--- src/rtl/dma_stage_pkg.sv ---
package dma_stage_pkg;
  // trip point for a threshold select value, scaled from the depth
  function automatic int trip_bytes(input int depth, input logic [1:0] sel);
    case (sel)
      2'd0:    return depth / 8;
      2'd1:    return depth / 4;
      2'd2:    return depth / 2;
      default: return (depth * 3) / 4;
    endcase
  endfunction
endpackage

--- src/rtl/stage_store.sv ---
module stage_store #(
  parameter int DEPTH = 16,
  localparam int AW = $clog2(DEPTH),
  localparam int LW = $clog2(DEPTH + 1)
) (
  input  logic          clk,
  input  logic          rst_n,
  input  logic [1:0]    push_cnt,
  input  logic [15:0]   wdata,
  input  logic [1:0]    pop_cnt,
  output logic [7:0]    head0,
  output logic [7:0]    head1,
  output logic [LW-1:0] level
);
  logic [7:0]    mem [DEPTH];
  logic [AW-1:0] wp, rp;
  logic [7:0]    head [2];

  always_ff @(posedge clk) begin
    if (push_cnt != 2'd0) mem[wp] <= wdata[7:0];
    if (push_cnt == 2'd2) mem[AW'(wp + AW'(1))] <= wdata[15:8];
  end

  always_ff @(posedge clk or negedge rst_n) begin
    if (!rst_n) begin
      wp    <= '0;
      rp    <= '0;
      level <= '0;
    end else begin
      wp    <= AW'(wp + AW'(push_cnt));
      rp    <= AW'(rp + AW'(pop_cnt));
      level <= LW'(level + LW'(push_cnt) - LW'(pop_cnt));
    end
  end

  for (genvar k = 0; k < 2; k++) begin : g_tap
    assign head[k] = mem[AW'(rp + AW'(k))];
  end
  assign head0 = head[0];
  assign head1 = head[1];

  assert_no_overflow_R1: assert property (@(posedge clk) disable iff (!rst_n)
    (push_cnt != 2'd0) |-> (32'(level) + 32'(push_cnt) <= DEPTH));
  assert_no_underflow_R1: assert property (@(posedge clk) disable iff (!rst_n)
    (pop_cnt != 2'd0) |-> (32'(pop_cnt) <= 32'(level)));
endmodule

--- src/rtl/stage_req.sv ---
module stage_req #(
  parameter int DEPTH = 16,
  localparam int LW = $clog2(DEPTH + 1)
) (
  input  logic          xmit,
  input  logic [1:0]    thr_sel,
  input  logic [LW-1:0] level,
  input  logic          flush,
  output logic          req
);
  import dma_stage_pkg::*;
  logic [LW-1:0] trip, room;

  always_comb begin
    trip = LW'(trip_bytes(DEPTH, thr_sel));
    room = LW'(DEPTH) - level;
    if (xmit) req = (room >= trip);
    else      req = (level >= trip) || (flush && level != '0);
  end
endmodule

--- src/rtl/stage_flags.sv ---
module stage_flags (
  input  logic clk,
  input  logic rst_n,
  input  logic set_ovr,
  input  logic set_und,
  input  logic clr,
  output logic ovr,
  output logic und
);
  always_ff @(posedge clk or negedge rst_n) begin
    if (!rst_n) begin
      ovr <= 1'b0;
      und <= 1'b0;
    end else begin
      ovr <= set_ovr | (ovr & ~clr);
      und <= set_und | (und & ~clr);
    end
  end

  assert_ovr_sticky_R7: assert property (@(posedge clk) disable iff (!rst_n)
    (ovr && !clr) |=> ovr);
  assert_und_sticky_R8: assert property (@(posedge clk) disable iff (!rst_n)
    (und && !clr) |=> und);
  assert_clear_R9: assert property (@(posedge clk) disable iff (!rst_n)
    (clr && !set_ovr && !set_und) |=> (!ovr && !und));
endmodule

--- src/rtl/dma_stage_fifo.sv ---
module dma_stage_fifo #(
  parameter int DEPTH = 16
) (
  input  logic        clk,
  input  logic        rst_n,
  input  logic        xmit,
  input  logic        word_mode,
  input  logic [1:0]  thr_sel,
  input  logic        eop,
  input  logic        err_clr,
  input  logic        net_in_valid,
  input  logic [7:0]  net_in_data,
  input  logic        net_out_take,
  output logic [7:0]  net_out_data,
  input  logic        dma_in_valid,
  output logic        dma_in_ready,
  input  logic [15:0] dma_in_data,
  output logic        dma_out_valid,
  input  logic        dma_out_ready,
  output logic [15:0] dma_out_data,
  output logic        dma_req,
  output logic        overrun,
  output logic        underrun
);
  localparam int LW = $clog2(DEPTH + 1);
  localparam logic [LW-1:0] FULL = LW'(DEPTH);

  logic [LW-1:0] level, room;
  logic [7:0]    head0, head1;
  logic [1:0]    push_cnt, pop_cnt;
  logic [15:0]   wdata;
  logic          flush_q, has_word, set_ovr, set_und;

  always_comb begin
    room          = FULL - level;
    has_word      = level >= LW'(2);
    dma_out_valid = !xmit && (word_mode ? (has_word || (flush_q && level == LW'(1)))
                                        : (level != '0));
    dma_out_data  = word_mode ? {(has_word ? head1 : 8'h00), head0} : {8'h00, head0};
    dma_in_ready  = xmit && (word_mode ? (room >= LW'(2)) : (level != FULL));
    net_out_data  = (xmit && level != '0) ? head0 : 8'h00;
    if (xmit) begin
      push_cnt = (dma_in_valid && dma_in_ready) ? (word_mode ? 2'd2 : 2'd1) : 2'd0;
      wdata    = dma_in_data;
      pop_cnt  = (net_out_take && level != '0) ? 2'd1 : 2'd0;
    end else begin
      push_cnt = (net_in_valid && level != FULL && !overrun) ? 2'd1 : 2'd0;
      wdata    = {8'h00, net_in_data};
      pop_cnt  = (dma_out_valid && dma_out_ready) ? ((word_mode && has_word) ? 2'd2 : 2'd1)
                                                  : 2'd0;
    end
    set_ovr = !xmit && net_in_valid && level == FULL;
    set_und = xmit && net_out_take && level == '0;
  end

  always_ff @(posedge clk or negedge rst_n) begin
    if (!rst_n)                                           flush_q <= 1'b0;
    else if (!xmit && eop)                                flush_q <= 1'b1;
    else if (flush_q && level == '0 && push_cnt == 2'd0)  flush_q <= 1'b0;
  end

  stage_store #(.DEPTH(DEPTH)) u_store (
    .clk(clk), .rst_n(rst_n), .push_cnt(push_cnt), .wdata(wdata),
    .pop_cnt(pop_cnt), .head0(head0), .head1(head1), .level(level)
  );

  stage_req #(.DEPTH(DEPTH)) u_req (
    .xmit(xmit), .thr_sel(thr_sel), .level(level), .flush(flush_q), .req(dma_req)
  );

  stage_flags u_flags (
    .clk(clk), .rst_n(rst_n), .set_ovr(set_ovr), .set_und(set_und),
    .clr(err_clr), .ovr(overrun), .und(underrun)
  );

  assert_overrun_on_full_R7: assert property (@(posedge clk) disable iff (!rst_n)
    (!xmit && net_in_valid && level == FULL) |=> overrun);
  assert_drop_while_overrun_R7: assert property (@(posedge clk) disable iff (!rst_n)
    (!xmit && overrun && !(dma_out_valid && dma_out_ready)) |=> (level == $past(level)));
  assert_underrun_on_empty_R8: assert property (@(posedge clk) disable iff (!rst_n)
    (xmit && net_out_take && level == '0) |=> underrun);
  assert_word_pairs_R5: assert property (@(posedge clk) disable iff (!rst_n)
    (!xmit && word_mode && dma_out_valid && !flush_q) |-> (level >= LW'(2)));
endmodule

--- config.mk ---
export PLATFORM = sky130hd
export DESIGN_NAME = dma_stage_fifo
export DESIGN_NICKNAME = d
export VERILOG_FILES = /design/src/rtl/dma_stage_pkg.sv /design/src/rtl/stage_store.sv /design/src/rtl/stage_req.sv /design/src/rtl/stage_flags.sv /design/src/rtl/dma_stage_fifo.sv
export SDC_FILE = /design/constraint.sdc
export NUM_CORES = 1
export LEC_CHECK = 0
export BUFFER_PORTS_ARGS = -buffer_cell sky130_fd_sc_hd__clkbuf_2
export CAP_MARGIN = 20
export CORE_AREA = 2 2 132 134
export CTS_CLUSTER_DIAMETER = 200
export DETAILED_ROUTE_END_ITERATION = 8
export DIE_AREA = 0 0 134 136
export PLACE_DENSITY = 0.84
export SLEW_MARGIN = 20
export SYNTH_ARGS = -nofsm -noshare
export SYNTH_HDL_FRONTEND = slang
export SYNTH_SLANG_ARGS = --single-unit
--- constraint.sdc ---
create_clock -name clk -period 3.2 [get_ports clk]
set_clock_uncertainty 0.2 [all_clocks]
set_input_delay 0.48 -clock clk [delete_from_list [all_inputs] [get_ports clk]]
set_output_delay 0.48 -clock clk [all_outputs]
set_load 0.005 [all_outputs]
==> results.ini <==
[cts]
cts_max_path_buffers=2
cts.sinks=144
root_buffer=clkbuf_16
insertion_delay_ps=440
cts_buffers=17
path_clk_slew_ps=60
h-tree-depth=4
cts_tree=done

[yosys]
async_flop_share_pct=11.1
ys_seq_area_share_pct=46.7
synthCells=631
ys_ff_latch=144
synth.cell_area_mm2=0.00909
synth-edff-count=128
yosysTopAreaCellShare_pct=42.3
ys_types=51
synthTopCellsByArea=edfxtp_1 42%, mux2i_1 17%, mux4_2 16%, dfrtp_1 4.4%, ha_1 3.4%
synth_ff_type=edfxtp_1
yosys_warnings=0
synthesis.nets=695
avgSynthCellArea_um2=14.4
synth_top_area_cell=edfxtp_1

[route]
drtAntennaViolNets=0
routed_wl_um=27300
post_drt_wl_per_cell_um=27.9
via_per_inst=6.83
vias=6676
drc=0
dr.pass1.iters=5
drtIter0Drc=726

[setup_path]
arrival_ps=2660
critical_path_class=reg2out
timing.rr.start=u_store.level[2]
cp_max_fo=8
cp.required_ps=2520
cp-startpoint=u_store.rp[0]
critPathCaptureType=primary output
critPathLaunchType=register

[placement]
hpwl_um=17400
io_buffers=64
placed_cells=926
post_dp_cell_area_mm2=0.0100
gp_congestion=0.972

[timing]
tightest_slew_ps=785
fmax_ghz=0.299
fin_ws_ps=-141
timing.hold.ws_ps=35.8
setup_viol=17
period_share_pct=104
fin_crit_ps=3340
slew_violations=0
hold_viol=0
slew_headroom_pct=47.6
rsz0062_at_grt=yes

[hold_path]
hold_start=err_clr
hp-class=in2reg

[global_route]
grt_max_degree=37
gr-total-overflow=0
grt_pass1_vias=6711
grt_pass1_wl_um=40800
antenna_found_initial=1
grtUsageTotal_pct=30.5

[die]
dieArea_mm2=0.0182
io-pin-count=65
die-width_um=134
fp-row-count=48
start_util_pct=53.9
die_h_um=136
fp.coreArea_mm2=0.0169

[layout]
drive_above_1_share_pct=39.3
layout_commonest_cell=mux2i_1
diodes=0
syn_to_final_growth_pct=21.8
instances_no_fill=978
fin_area_mm2=0.0111
fin_nets=804
final_cell_mix=151 x mux2i_1, 128 x edfxtp_1, 72 x mux4_2

[power_and_ir_drop]
ir_drop_mv=0.938
leakage_nw=4.33
power.density_mw_per_mm2=951
p_total_mw=10.5

[status]
status=finished, violations left
violations=setup timing

[run]
drv_cap=0

==> metrics by stage <==
step                worst slack [ps]  util (%)  setup TNS [ps]
floorplan                       2.22         -               0
global placement                61.0      59.2               0
detailed placement             -99.8      59.2            -128
CTS                            -34.9      64.7            -160
global route                    -240      65.6           -1490
finish                          -141      65.6            -721
==> final cells by class <==
| cell class | instances | area [um2] |
|---|---|---|
| Clock buffer | 17 | 425 |
| Multi-Input combinational cell | 400 | 4640 |
| Clock inverter | 15 | 173 |
| Timing Repair Buffer | 152 | 1220 |
| Sequential cell | 144 | 4250 |
| Fill cell | 1089 | 5800 |
| Tap cell | 225 | 282 |
| Inverter | 25 | 93.8 |
==> layer usage <==
layer / vias to the layer above / global-route usage (%) / wire length [um]
met2: 527 / 50.3 / 13300
li1: 2710 / - / -
met3: 103 / 8.28 / 3050
met5: - / 0 / 49
met4: 4 / 12.1 / 1060
met1: 3332 / 38.7 / 9800
==> power breakdown <==
part	internal [mW]	leakage, nW	switching, mW	total, mW
sequential	2.37	1.34	0.257	2.63
combinational	3.05	2.69	2.83	5.88
clock	1.17	0.295	0.856	2.03
total	6.60	4.33	3.94	10.5
==> worst max-delay path: stages, from the launching register on <==
cell,delay (ps)
dfrtp_4,570
ha_4,370
buf_12,130
buf_16,140
mux4_2,510
mux2i_2,210
o22ai_1,130
clkbuf_2,150
==> flip-flops by register name, indices dropped and copies added, names as in the netlist <==
register	cells
flush_q	1
u_flags.ovr	1
u_flags.und	1
u_store.level	5
u_store.mem	128
u_store.rp	4
u_store.wp	4
==> repair_timing <==
item                       4_1_cts  5_1_grt
setup endpoints to repair       26       84
hold buffers                     1        0
hold endpoints to repair        16        0
gates cloned                     6        1
pin swaps                        9        9
resized for setup               17       31
buffers inserted                10        3
==> final timing paths <==
| path | slack, ps | to | cells after the start |
|---|---|---|---|
| min reg2reg | 340 | u_flags.und | 2 |
| max | -140 | dma_out_data[12] | 7 |
| min in group asynchronous | 310 | u_store.wp[3] | 2 |
| min | 40 | u_flags.ovr | 2 |
| max in group asynchronous | 2150 | u_store.rp[0] | 2 |
| max reg2reg | -100 | u_store.level[4] | 15 |
==> cells by family (layout without fill, tap and decap cells) <==
kind of cell / count (synthesis) / after routing / synth area share [%]
flops: 144 / 144 / 46.7
xor+xnor: 11 / 11 / 1.14
buf+inv: 87 / 209 / 4.39
fa+ha+maj: 28 / 28 / 4.10
mux: 224 / 224 / 34.8
simple gates: 90 / 90 / 5.31
compound gates: 47 / 47 / 3.59
==> cell usage after synthesis (2+ instances only) <==
library cell,count
ha_1,25
o21ai_0,8
buf_1,3
fa_1,3
clkbuf_1,27
o32ai_1,2
nand2b_1,4
inv_1,24
a21o_1,4
xor2_1,5
buf_4,2
o21bai_1,8
nor3b_1,3
nand3_1,12
mux4_2,66
nand2_1,23
nor2_1,14
nor4b_1,3
nand3b_1,4
o31ai_1,5
a21oi_1,3
and3_1,14
nor2b_1,3
mux4_1,6
dfrtp_1,16
edfxtp_1,128
o22ai_1,9
buf_2,27
mux2i_1,152
buf_6,2
or2_2,2
xnor2_1,5
No activity file was read; power rests on OpenSTA's default activity.
